### src/rtl/useq_pkg.sv
package useq_pkg;

   localparam int UOP_W = 8;

   localparam logic [UOP_W-1:0] UOP_FETCH = 8'd255;
   localparam logic [UOP_W-1:0] UOP_DISP  = 8'd254;
   localparam logic [2:0]       TEST_GRP  = 3'b101;
   localparam logic [4:0]       TEST_LAST = 5'd14;

   typedef enum logic [2:0] {
      SRC_INC,
      SRC_FETCH,
      SRC_DISP,
      SRC_BRANCH,
      SRC_HOLD
   } nxt_src_e;

   typedef struct packed {
      logic n;
      logic z;
      logic v;
      logic c;
   } ccf_t;

   function automatic logic test_holds(input logic [3:0] code, input ccf_t f);
      logic r;
      case (code)
         4'd0:    r = !f.c;
         4'd1:    r = f.c;
         4'd2:    r = f.z;
         4'd3:    r = (f.n == f.v);
         4'd4:    r = !f.z && (f.n == f.v);
         4'd5:    r = !f.c && !f.z;
         4'd6:    r = f.z || (f.n != f.v);
         4'd7:    r = f.c || f.z;
         4'd8:    r = (f.n != f.v);
         4'd9:    r = f.n;
         4'd10:   r = !f.z;
         4'd11:   r = !f.v;
         4'd12:   r = f.v;
         4'd13:   r = !f.n;
         4'd14:   r = 1'b1;
         default: r = 1'b0;
      endcase
      return r;
   endfunction

endpackage

### src/rtl/useq_rom.sv
module useq_rom #(
   parameter int DATA_W = 8,
   parameter int DEPTH  = 16,
   parameter int ADDR_W = 4,
   parameter logic [DEPTH*DATA_W-1:0] IMAGE = '0
) (
   input  logic [ADDR_W-1:0] addr,
   output logic [DATA_W-1:0] data
);

   localparam int SPAN = 1 << ADDR_W;

   if (DEPTH < 1 || DEPTH > SPAN) begin : g_bad_depth
      $error("useq_rom: DEPTH must lie in 1..2**ADDR_W");
   end
   if (DATA_W < 1) begin : g_bad_width
      $error("useq_rom: DATA_W must be positive");
   end

   if (DEPTH < SPAN) begin : g_partial
      always_comb begin
         if (int'(addr) < DEPTH) data = IMAGE[int'(addr)*DATA_W +: DATA_W];
         else                    data = '0;
      end
   end else begin : g_full
      assign data = IMAGE[int'(addr)*DATA_W +: DATA_W];
   end

endmodule

### src/rtl/useq_decode.sv
module useq_decode
   import useq_pkg::*;
(
   input  logic [UOP_W-1:0] uop,
   input  ccf_t             ccf,
   output nxt_src_e         src,
   output logic             bad_op
);

   logic in_test_grp;
   logic test_defined;

   assign in_test_grp  = (uop[7:5] == TEST_GRP);
   assign test_defined = (uop[4:0] <= TEST_LAST);

   always_comb begin
      src    = SRC_INC;
      bad_op = 1'b0;
      if (uop == UOP_FETCH) begin
         src = SRC_FETCH;
      end else if (uop == UOP_DISP) begin
         src = SRC_DISP;
      end else if (in_test_grp) begin
         if (test_defined) begin
            src = test_holds(uop[3:0], ccf) ? SRC_BRANCH : SRC_INC;
         end else begin
            src    = SRC_HOLD;
            bad_op = 1'b1;
         end
      end
   end

   always_comb begin
      if (!in_test_grp) assert (!bad_op) else $error("p_fault_scope_r8: fault outside test group");
   end

endmodule

### src/rtl/useq_nextaddr.sv
module useq_nextaddr
   import useq_pkg::*;
#(
   parameter int W = 8
) (
   input  logic         rst,
   input  nxt_src_e     src,
   input  logic [W-1:0] cur,
   input  logic [W-1:0] fetch_entry,
   input  logic [W-1:0] disp_entry,
   input  logic [W-1:0] branch_to,
   output logic [W-1:0] nxt
);

   always_comb begin
      if (rst) begin
         nxt = '0;
      end else begin
         case (src)
            SRC_INC:    nxt = cur + 1'b1;
            SRC_FETCH:  nxt = fetch_entry;
            SRC_DISP:   nxt = disp_entry;
            SRC_BRANCH: nxt = branch_to;
            SRC_HOLD:   nxt = cur;
            default:    nxt = cur;
         endcase
      end
   end

endmodule

### src/rtl/useq_sequencer.sv
module useq_sequencer
   import useq_pkg::*;
#(
   parameter int UPC_W    = 8,
   parameter int CS_DEPTH = 64,
   parameter int CTRL_W   = 8,
   parameter logic [CS_DEPTH*(CTRL_W+UPC_W+UOP_W)-1:0] CS_IMAGE   = '0,
   parameter logic [(1<<UOP_W)*UPC_W-1:0]              DISP_IMAGE = '0
) (
   input  logic                            clk,
   input  logic                            rst,
   input  logic [UOP_W-1:0]                opcode_in,
   input  logic [3:0]                      cc_in,
   input  logic                            fp_load,
   input  logic [UPC_W-1:0]                fp_data,
   output logic [UPC_W-1:0]                upc_out,
   output logic [CTRL_W+UPC_W+UOP_W-1:0]   uir_out,
   output logic                            err_out
);

   localparam int WORD_W     = CTRL_W + UPC_W + UOP_W;
   localparam int DISP_DEPTH = 1 << UOP_W;
   localparam int TGT_LO     = UOP_W;
   localparam int TGT_HI     = UOP_W + UPC_W - 1;

   if (UPC_W < 2 || UPC_W > 16) begin : g_bad_upc
      $error("useq_sequencer: UPC_W must lie in 2..16");
   end
   if (CS_DEPTH < 1 || CS_DEPTH > (1 << UPC_W)) begin : g_bad_cs
      $error("useq_sequencer: CS_DEPTH must lie in 1..2**UPC_W");
   end
   if (CTRL_W < 1) begin : g_bad_ctrl
      $error("useq_sequencer: CTRL_W must be positive");
   end

   logic [UPC_W-1:0]  upc_q;
   logic [WORD_W-1:0] uir_q;
   logic [UPC_W-1:0]  fp_q;
   logic              err_q;

   logic [UPC_W-1:0]  upc_nxt;
   logic [WORD_W-1:0] cs_word;
   logic [UPC_W-1:0]  disp_word;
   nxt_src_e          src;
   logic              bad_op;

   useq_decode u_dec (
      .uop    (uir_q[UOP_W-1:0]),
      .ccf    (ccf_t'(cc_in)),
      .src    (src),
      .bad_op (bad_op)
   );

   useq_nextaddr #(.W(UPC_W)) u_nxt (
      .rst         (rst),
      .src         (src),
      .cur         (upc_q),
      .fetch_entry (fp_q),
      .disp_entry  (disp_word),
      .branch_to   (uir_q[TGT_HI:TGT_LO]),
      .nxt         (upc_nxt)
   );

   useq_rom #(
      .DATA_W (WORD_W),
      .DEPTH  (CS_DEPTH),
      .ADDR_W (UPC_W),
      .IMAGE  (CS_IMAGE)
   ) u_cstore (
      .addr (upc_nxt),
      .data (cs_word)
   );

   useq_rom #(
      .DATA_W (UPC_W),
      .DEPTH  (DISP_DEPTH),
      .ADDR_W (UOP_W),
      .IMAGE  (DISP_IMAGE)
   ) u_disp (
      .addr (opcode_in),
      .data (disp_word)
   );

   always_ff @(posedge clk) begin
      upc_q <= upc_nxt;
      uir_q <= cs_word;
   end

   always_ff @(posedge clk) begin
      if (rst)          fp_q <= '0;
      else if (fp_load) fp_q <= fp_data;
   end

   always_ff @(posedge clk) begin
      if (rst)         err_q <= 1'b0;
      else if (bad_op) err_q <= 1'b1;
   end

   assign upc_out = upc_q;
   assign uir_out = uir_q;
   assign err_out = err_q;

   p_reset_zero_r1: assert property (@(posedge clk)
      rst |=> (upc_q == '0) && !err_q && (fp_q == '0));

   p_step_r2: assert property (@(posedge clk) disable iff (rst)
      (src == SRC_INC) |=> (upc_q == $past(upc_q) + 1'b1));

   p_fetch_r3: assert property (@(posedge clk) disable iff (rst)
      (src == SRC_FETCH) |=> (upc_q == $past(fp_q)));

   p_fp_write_r4: assert property (@(posedge clk) disable iff (rst)
      fp_load |=> (fp_q == $past(fp_data)));

   p_dispatch_r5: assert property (@(posedge clk) disable iff (rst)
      (src == SRC_DISP) |=> (upc_q == $past(disp_word)));

   p_branch_r6: assert property (@(posedge clk) disable iff (rst)
      (src == SRC_BRANCH) |=> (upc_q == $past(uir_q[TGT_HI:TGT_LO])));

   p_always_r7: assert property (@(posedge clk) disable iff (rst)
      (uir_q[UOP_W-1:0] == 8'd174) |=> (upc_q == $past(uir_q[TGT_HI:TGT_LO])));

   p_hold_r8: assert property (@(posedge clk) disable iff (rst)
      bad_op |=> $stable(upc_q) && err_q);

   p_sticky_r8: assert property (@(posedge clk) disable iff (rst)
      err_q |=> err_q);

endmodule

### config.mk
export PLATFORM = sky130hd
export DESIGN_NAME = useq_sequencer
export DESIGN_NICKNAME = d
export VERILOG_FILES = /design/src/rtl/useq_pkg.sv /design/src/rtl/useq_rom.sv /design/src/rtl/useq_decode.sv /design/src/rtl/useq_nextaddr.sv /design/src/rtl/useq_sequencer.sv
export SDC_FILE = /design/constraint.sdc
export NUM_CORES = 1
export LEC_CHECK = 0
export BUFFER_PORTS_ARGS = -buffer_cell sky130_fd_sc_hd__clkbuf_2
export CORE_MARGIN = 1.5
export CORE_UTILIZATION = 30
export DETAILED_ROUTE_END_ITERATION = 10
export PLACE_DENSITY = 0.52
export SKIP_LAST_GASP = 1
export SYNTH_ARGS = -nofsm -noshare
export SYNTH_HDL_FRONTEND = slang
export SYNTH_HIERARCHICAL = 1
export SYNTH_SLANG_ARGS = --single-unit
### constraint.sdc
create_clock -name clk -period 3.4 [get_ports clk]
set_clock_uncertainty 0.2 [all_clocks]
set_input_delay 0.68 -clock clk [delete_from_list [all_inputs] [get_ports clk]]
set_output_delay 0.68 -clock clk [all_outputs]
set_load 0.05 [all_outputs]
==> flow_summary_export.csv, run 1 <==
group,metric,value,unit
timing,hold_viol,0,
global_routing,antenna_found_initial,0,
yosys,muxShareOfSynthArea,0.115,
routing,wire_per_inst,11.1,um
timing,slew_violations,0,
layout,area_growth,13.5,%
worst_setup_path,start_kind,"primary input",
clock_network,cts_hold_buf,0,
worst_setup_path,critPathKind,"in -> reg",
routing,avgViaCountPerCell,4.33,
yosys,synth-xor-area-share,0.00903,
yosys,synthTopCellsByArea,"dfxtp_1, buf_4, mux2i_1",
floorplan,initial_core_util,0.307,
power,p_seq_frac,0.514,
clock_network,clock_sinks,41,
power,power.internal,728,uW
yosys,yosys_warnings,6,
power,p_leak,1.01,nW
yosys,syn_avg_cell_area,9.56,um2
floorplan,die_w,83.4,um
global_routing,grt_pass1_vias,1313,
power,p_switching,308,uW
place,placed_cell_area,2120,um2
worst_setup_path,cp_slowest_cell,"nor3_2",
routing,drt_iter0_drc,57,
floorplan,dieArea,6960,um2
floorplan,ios,56,
yosys,synthArstFlopShare,0,
place,finalWeightedCongestion,0.725,
yosys,synth_fa_ha_area_frac,0.00645,
layout,drive_gt1_frac,0.296,
global_routing,track_usage,0.109,
yosys,ys_ff_latch,41,
timing,tns,0,ns
routing,vias,1415,
floorplan,die_y,83.4,um
layout,nNetsFinal,274,
worst_setup_path,slowest_delay,0.32,ns
timing,max_freq,356,MHz
clock_network,cts_buffers,5,
yosys,synth_top_area_share,0.423,
power,switching_share,0.297,
yosys,netlist_instances,203,
global_routing,grt_overflow_total,0,
clock_network,path_clk_slew,0.07,ns
yosys,synth_top_family_by_area,"buffers and inverters",
worst_setup_path,critical_path_arrival,2.80,ns
outcome,outcome,"complete, no violations",
routing,route.detailed.drc,0,
place,hpwl,2.69,mm
layout,seq_area,821,um2
timing,rsz0062_at_grt,"no",
clock_network,clockBufferDepth,2,
power,combPwrFrac,0.182,
clock_network,cts_tree,"done",
clock_network,clk_latency,0.28,ns
routing,ant_nets,0,
power,clkPwrFrac,0.303,
yosys,synth_edf_count,0,
worst_setup_path,worstPathMaxFanout,8,
layout,fill_cells,689,
layout,multi_input_area,918,um2
power,max-vdd-ir-drop,203,uV
yosys,synth_ff_type,"dfxtp_1",
min_path,hp-class,"reg -> reg",
place,io_buffers,47,
clock_network,root_buffer,"clkbuf_8",
global_routing,grt_max_degree,20,
floorplan,core,6310,um2
routing,first_pass_iters,4,
run,cap_violations,0,
clock_network,cts_setup_buffers,0,
timing,worst-slew-pin-transition,0.633,ns
yosys,yosys.area.top_type,"dfxtp_1",
timing,setup-violations-final,0,
yosys,ys_types,44,
routing,wl,3.63,mm
worst_setup_path,cp_cell_sequence,"clkbuf_2, xor2_1, mux2_1, nor2_2, nor3_1, o21ai_2, nand3_1, buf_4, nor3_2, o21ai_0, a221oi_1",
clock_network,htreeDepth,2,
yosys,synthesis.area,1940,um2
yosys,ys_seq_area_frac,0.423,
timing,finalCritPeriodShare,0.827,
layout,n_antenna_cell,0,
worst_setup_path,worstPathRequired,3.39,ns
layout,stdcell_area,2200,um2
power,power_density,471,nW/um2
timing,fin_crit,2.81,ns
clock_network,cts_resized,0,
floorplan,std_cell_rows,29,
worst_setup_path,endpoint_kind,"flop",
timing,slew_headroom,0.576,
yosys,synth-compound-area-share,0.130,
global_routing,grt_pass1_wl,6.05,mm
yosys,synthSimpleGateAreaFrac,0.148,
-- per-layer routing --
| layer | share of wire | wire length (um) | GRT usage |
|---|---|---|---|
| met1 | 0.44 | 1600 | 0.131 |
| met2 | 0.49 | 1780 | 0.177 |
| met3 | 0.049 | 179 | 0.0348 |
| met4 | 0.019 | 68 | 0.0507 |
| met5 | 0 | 0 | 0 |
-- flip-flops by register name, summed over array words and instances, names as in the netlist --
signal	flops
err_out	1
fp_q	8
upc_out	8
uir_out	24
-- power groups by stage --
stage,Combinational [mW],Sequential [mW],Clock [mW]
after floorplan,0.100,0.615,0
after global routing,0.206,0.537,0.354
final,0.189,0.533,0.314
after global placement,0.189,0.544,0
after CTS,0.190,0.533,0.336
after detailed placement,0.189,0.544,0
-- worst paths after layout --
kind                                 start          to  slack (ns)  cells after the start
worst max-delay path              cc_in[3]  upc_out[7]        0.59                     11
worst min-delay path               err_out     err_out        0.27                      2
worst max register to register  uir_out[1]  upc_out[7]        0.65                     10
worst min register to register     err_out     err_out        0.27                      2
-- through the flow --
step,util,total power [mW],setup slack (ns),hold WS [ns],instances
finish,0.349,1.04,0.589,0.272,327
global route,0.349,1.10,0.274,0.330,327
global placement,0.335,0.733,0.258,0.260,320
detailed placement,0.335,0.734,0.291,0.262,320
CTS,0.349,1.06,0.597,0.280,327
floorplan,-,0.716,0.580,0.255,233
-- worst max-delay path, delay by kind of cell --
family                    cells  cell delay (ns)
AOI/OAI and AO/OA             3             0.58
and+or+nand+nor               4             0.71
buffers and inverters         2             0.37
muxes                         1             0.30
xor gates and xnor gates      1             0.16
-- cell usage after synthesis, types with 2 or more instances --
cell      count
xor2_1        2
buf_2         3
mux2i_1      11
conb_1        2
a221oi_1      3
o21ai_2       2
o32ai_1       2
mux2_2        2
nor2_1       21
o21ai_0       6
a221oi_2      2
o21a_1        3
buf_6         2
nand3_1       7
or2_2         3
mux4_2        2
nor3b_1       2
nand2_1       8
inv_1         3
buf_4        35
dfxtp_1      41
a21oi_1       9
nor2b_1       2
nor3_1        7
mux2_1        4
-- layout by cell type (no fill, tap or decap), types with 3 or more instances in the layout --
master / count
conb_1: 32
nor2_1: 21
mux2i_1: 11
nand2_1: 8
or2_2: 3
mux2_1: 4
a221oi_1: 3
dfxtp_1: 41
nor3_1: 6
clkbuf_2: 47
inv_1: 3
buf_4: 4
clkbuf_8: 6
nand3_1: 7
a21oi_1: 9
o21a_1: 3
o21ai_0: 6
-- layout make-up --
cell class / instances / area share
Sequential cell: 41 / 0.373
Timing Repair Buffer: 51 / 0.120
Inverter: 4 / 0.00682
Clock buffer: 7 / 0.0392
Tap cell: 77 / 0.0438
Multi-Input combinational cell: 147 / 0.417
-- logic make-up (layout without fill, tap and decap cells) --
| family | Yosys count | in the layout |
|---|---|---|
| AO/OA/AOI/OAI | 35 | 35 |
| XOR/XNOR | 2 | 2 |
| adder cells (fa/ha/maj) | 1 | 1 |
| buffers and inverters | 45 | 62 |
| flip-flops | 41 | 41 |
| multiplexers | 19 | 19 |
| other | 2 | 32 |
| AND/OR/NAND/NOR | 58 | 58 |
No activity file was read; power rests on OpenSTA's default activity.
==> run 2, diff against run 1 <==
Settings changed: PLACE_DENSITY 0.52 to 0.54.
Clock period 3.4 ns to 2.3 ns, I/O delays scaled along.
==> run 2 against run 1 <==
  * The flow now finishes with violations (setup timing)
  * Clock power increased by 79%
  * Die area unchanged
  * Via count increased by 5.7%
  * Total power increased by 62%
  * Clock-buffer cell count unchanged
  * Sequential power increased by 48%
  * Sequential cell count unchanged
  * Worst hold slack got worse by 0.069 ns
==> flow_summary_export.csv, run 2 (same netlist as run 1, synthesis figures left out) <==
group,metric,value,unit
floorplan,std_cell_rows,29,
worst_setup_path,r2r_cells,11,
global_routing,grt_pass1_wl,6.70,mm
worst_setup_path,critPathTopFamily,"compound AO/OA/AOI/OAI gates",
worst_setup_path,critical_path_arrival,2.50,ns
clock_network,clk_latency,0.29,ns
place,io_buffers,47,
worst_setup_path,worstPathRequired,2.29,ns
layout,drive_gt1_frac,0.432,
routing,avgViaCountPerCell,4.36,
timing,slew_violations,0,
timing,rsz0062_at_grt,"yes",
clock_network,clockBufferDepth,2,
routing,vias,1495,
global_routing,grt_pass1_vias,1411,
layout,final_core_util,0.398,
timing,setup-violations-final,8,
layout,fill_cells,647,
floorplan,ios,56,
routing,wire_per_inst,11.8,um
min_path,hp-class,"in -> reg",
clock_network,cts_tree,"done",
worst_setup_path,endpoint_kind,"flop",
outcome,outcome,"complete, but fails checks",
floorplan,dieArea,6960,um2
worst_setup_path,cp-endpoint,"upc_out[6]",
outcome,violations,"setup timing",
power,power_density,667,nW/um2
timing,tns,-1.12,ns
layout,n_antenna_cell,0,
timing,max_freq,399,MHz
worst_setup_path,worstReg2RegStart,"uir_out[1]",
clock_network,htreeDepth,2,
worst_setup_path,worstPathMaxFanout,8,
clock_network,cts_hold_buf,0,
layout,largest_reg_flops,24,
clock_network,clock_sinks,41,
clock_network,path_clk_slew,0.08,ns
timing,fin_crit,2.51,ns
layout,area_growth,29.5,%
global_routing,grt_overflow_total,0,
routing,ant_nets,0,
worst_setup_path,cp.depth,12,
floorplan,die_y,83.4,um
global_routing,grt_max_degree,20,
worst_setup_path,cp_cell_sequence,"clkbuf_2, buf_4, nand2_1, nor2_1, o21ai_0, o31ai_4, o21ai_4, nand3_4, mux2_2, a221oi_4, a21oi_1, o21a_1",
layout,layout_common_cells,"clkbuf_2, dfxtp_1, conb_1, nor2_1, buf_4",
floorplan,initial_core_util,0.307,
power,max-vdd-ir-drop,233,uV
worst_setup_path,start_kind,"primary input",
worst_setup_path,timing.rr.end,"upc_out[6]",
global_routing,track_usage,0.119,
routing,route.detailed.drc,0,
routing,drt_iter0_drc,120,
layout,layout_commonest_cell,"clkbuf_2",
worst_setup_path,cp_slowest_cell,"mux2_2",
run,cap_violations,0,
routing,first_pass_iters,4,
place,hpwl,2.94,mm
timing,finalCritPeriodShare,1.09,
global_routing,antenna_found_initial,0,
worst_setup_path,path_buf_inv,2,
worst_setup_path,slowest_delay,0.33,ns
worst_setup_path,crit_path_start,"cc_in[3]",
place,finalWeightedCongestion,0.755,
routing,wl,4.03,mm
power,p_leak,1.15,nW
timing,worst_slack,-0.208,ns
floorplan,die_w,83.4,um
worst_setup_path,reg2reg_slack,-0.20,ns
timing,hold_viol,0,
clock_network,root_buffer,"clkbuf_8",
layout,nNetsFinal,289,
clock_network,cts_buffers,5,
floorplan,core,6310,um2
worst_setup_path,critPathKind,"in -> reg",
==> run 2: cell types whose count changed in the layout (fill, tap and decap cells not counted), moves of 3 or more <==
cell     change
buf_4       +11
buf_6        +4
dfxtp_1      -6
dfxtp_2      +3
dfxtp_4      +3
nor3_1       -3
==> run 2: timing repair <==
| item | in CTS | in global routing |
|---|---|---|
| pin swaps | 4 | 15 |
| buffers inserted | 2 | 2 |
| resized for setup | 10 | 21 |
| setup endpoints to repair | 8 | 8 |
==> run 2: report_power, final <==
group / switching [mW] / internal [mW]
Sequential: 0.0365 / 0.751
Clock: 0.252 / 0.309
Combinational: 0.213 / 0.115
==> run 2: worst min-delay path: stages <==
cell and delay, ns:
clkbuf_2 0.07, mux2i_1 0.05, nor2_1 0.07
==> run 2: worst min path at each step <==
stage / startpoint / to / slack (ns) / cells past startpoint
after floorplan: fp_q[1] / fp_q[1] / 0.26 / 2
after global placement: err_out / err_out / 0.26 / 2
after detailed placement: err_out / err_out / 0.27 / 2
after CTS: fp_data[5] / fp_q[5] / 0.19 / 3
after global routing: fp_data[1] / fp_q[1] / 0.21 / 3
final: fp_data[5] / fp_q[5] / 0.20 / 3
==> run 2: final cells by class <==
cell class                      count  area [um2]  area share
Inverter                            4        17.5     0.00697
Clock inverter                      1        7.51     0.00299
Multi-Input combinational cell    147        1060       0.420
Timing Repair Buffer               66         393       0.156
Clock buffer                        7         108      0.0428
Sequential cell                    41         836       0.333
Tap cell                           77        96.3      0.0383
==> run 2: through the flow <==
stage,hold WS [ns],cells,setup slack (ns),area (um2),power [mW]
after detailed placement,0.273,331,-0.545,2230,1.10
final,0.203,343,-0.208,2510,1.68
after CTS,0.189,341,-0.199,2410,1.69
after global routing,0.213,343,-0.340,2510,1.77
after global placement,0.256,331,-0.513,2230,1.10
after floorplan,0.255,233,-0.134,2090,1.06
==> run 2: per-layer routing <==
metal,vias to the layer above,GRT usage,part of all wire
met2,33,0.194,0.50
li1,766,-,-
met1,690,0.147,0.44
met4,0,0.0492,0.016
met5,-,0,0
met3,6,0.0368,0.053
==> run 3, diff against run 2 <==
Settings changed: PLACE_DENSITY 0.54 to 0.62, SKIP_CTS_REPAIR_TIMING set to 1.
==> run 3 against run 2 <==
  * The flow still finishes with violations (setup timing)
  * Sequential cell count is the same
  * Final area grew 0.60%
  * Critical path type is now reg -> reg
  * Via count grew 0.60%
  * Combinational power grew 2%
  * First-iteration DRC count shrank 39%
==> flow_summary_export.csv, run 3 (same netlist as run 1, synthesis figures left out) <==
group,metric,value,unit
outcome,outcome,"complete, but fails checks",
outcome,violations,"setup timing",
worst_setup_path,cp_cell_sequence,"buf_6, nor2_1, a21oi_1, o21ai_1, a32o_2, o21ai_4, nand3_4, buf_6, and2b_4, a221oi_4, a21oi_2, o21a_1",
worst_setup_path,reg2reg_slack,-0.28,ns
min_path,hold_start,"fp_data[4]",
power,power_density,632,nW/um2
worst_setup_path,worstPathRequired,2.29,ns
routing,vias,1504,
floorplan,die_w,83.4,um
layout,largest_reg_flops,24,
floorplan,die_y,83.4,um
worst_setup_path,path_buf_inv,2,
layout,n_antenna_cell,0,
min_path,hp-class,"in -> reg",
timing,hold_viol,0,
worst_setup_path,path_common_cell,"buf_6",
timing,finalCritPeriodShare,1.12,
floorplan,ios,56,
worst_setup_path,timing.rr.end,"upc_out[5]",
layout,fill_cells,646,
clock_network,clock_sinks,41,
global_routing,grt_overflow_total,0,
worst_setup_path,cp_slowest_cell,"dfxtp_4",
worst_setup_path,worstReg2RegStart,"uir_out[1]",
timing,rsz0062_at_grt,"yes",
timing,max_freq,388,MHz
routing,wl,4.15,mm
layout,instances_no_fill,347,
place,placed_cell_area,2240,um2
routing,avgViaCountPerCell,4.33,
layout,layout_commonest_cell,"clkbuf_2",
clock_network,cts_buffers,5,
power,p_leak,1.15,nW
layout,nNetsFinal,293,
global_routing,track_usage,0.112,
routing,drt_iter0_drc,73,
worst_setup_path,r2r_cells,12,
place,hpwl,2.85,mm
global_routing,antenna_found_initial,0,
layout,drive_gt1_frac,0.437,
timing,tns,-1.76,ns
floorplan,dieArea,6960,um2
floorplan,initial_core_util,0.307,
place,io_buffers,47,
clock_network,cts_tree,"done",
place,finalWeightedCongestion,0.802,
place,place_inst,332,
worst_setup_path,slowest_delay,0.38,ns
floorplan,core,6310,um2
routing,ant_nets,0,
timing,whs,0.204,ns
min_path,hold_depth,3,
worst_setup_path,critical_path_arrival,2.57,ns
global_routing,grt_pass1_vias,1365,
power,max-vdd-ir-drop,356,uV
clock_network,clk_latency,0.29,ns
min_path,whs_endpoint,"fp_q[4]",
global_routing,grt_pass1_wl,6.13,mm
worst_setup_path,worstPathMaxFanout,6,
layout,layout_common_cells,"clkbuf_2, dfxtp_1, conb_1, nor2_1, buf_4",
worst_setup_path,critPathTopFamily,"compound AO/OA/AOI/OAI gates",
worst_setup_path,critPathKind,"reg -> reg",
routing,wire_per_inst,12.0,um
layout,seq_area,836,um2
clock_network,htreeDepth,2,
routing,first_pass_iters,4,
timing,setup-violations-final,8,
worst_setup_path,start_kind,"flop",
clock_network,path_clk_slew,0.08,ns
timing,fin_crit,2.58,ns
global_routing,grt_max_degree,20,
timing,worst_slack,-0.276,ns
worst_setup_path,endpoint_kind,"flop",
layout,area_growth,30.3,%
routing,route.detailed.drc,0,
timing,slew_violations,0,
run,cap_violations,0,
clock_network,root_buffer,"clkbuf_8",
power,power.total,1.60,mW
floorplan,std_cell_rows,29,
layout,stdcell_area,2530,um2
clock_network,clockBufferDepth,2,
layout,multi_input_area,1060,um2
==> run 3: how the worst max path moves through the flow <==
stage	to	cells after the start	start
finish	upc_out[5]	12	uir_out[1]
CTS	upc_out[3]	10	uir_out[0]
global placement	upc_out[3]	11	cc_in[1]
detailed placement	upc_out[3]	11	cc_in[1]
global route	upc_out[5]	12	uir_out[1]
floorplan	upc_out[5]	11	cc_in[3]
==> run 3: per-stage QoR <==
stage | setup slack (ns) | utilization
after floorplan | -0.134 | -
after CTS | -0.264 | 0.369
final | -0.276 | 0.401
after global placement | -0.473 | 0.355
after detailed placement | -0.519 | 0.355
after global routing | -0.399 | 0.401
==> run 3: area by class of cell <==
class / count / share of cell area
inverters: 4 / 0.00594
flip-flops and latches: 41 / 0.331
clock buffers: 5 / 0.0272
multi-input cells: 147 / 0.419
well taps: 77 / 0.0381
repair buffers: 70 / 0.171
clock inverters: 3 / 0.00841
==> run 3: worst register-to-register path: cells and delay by family, from the launching register on <==
kind	cells	cell delay (ns)
AOI/OAI and AO/OA	7	1.25
and+or+nand+nor	3	0.37
DFF	1	0.38
buffers and inverters	2	0.27
==> run 3: metal layers <==
layer / track usage / routed length [um] / vias to the layer above
met1: 0.131 / 1860 / 692
met2: 0.179 / 1970 / 34
li1: - / - / 771
met4: 0.0537 / 107 / 0
met3: 0.0437 / 210 / 7
met5: 0 / 0 / -
==> run 3: report_power, final <==
| group | switching, mW | total, mW | internal (mW) |
|---|---|---|---|
| registers | 0.0362 | 0.787 | 0.751 |
| logic | 0.217 | 0.336 | 0.119 |
| clock network | 0.260 | 0.474 | 0.214 |
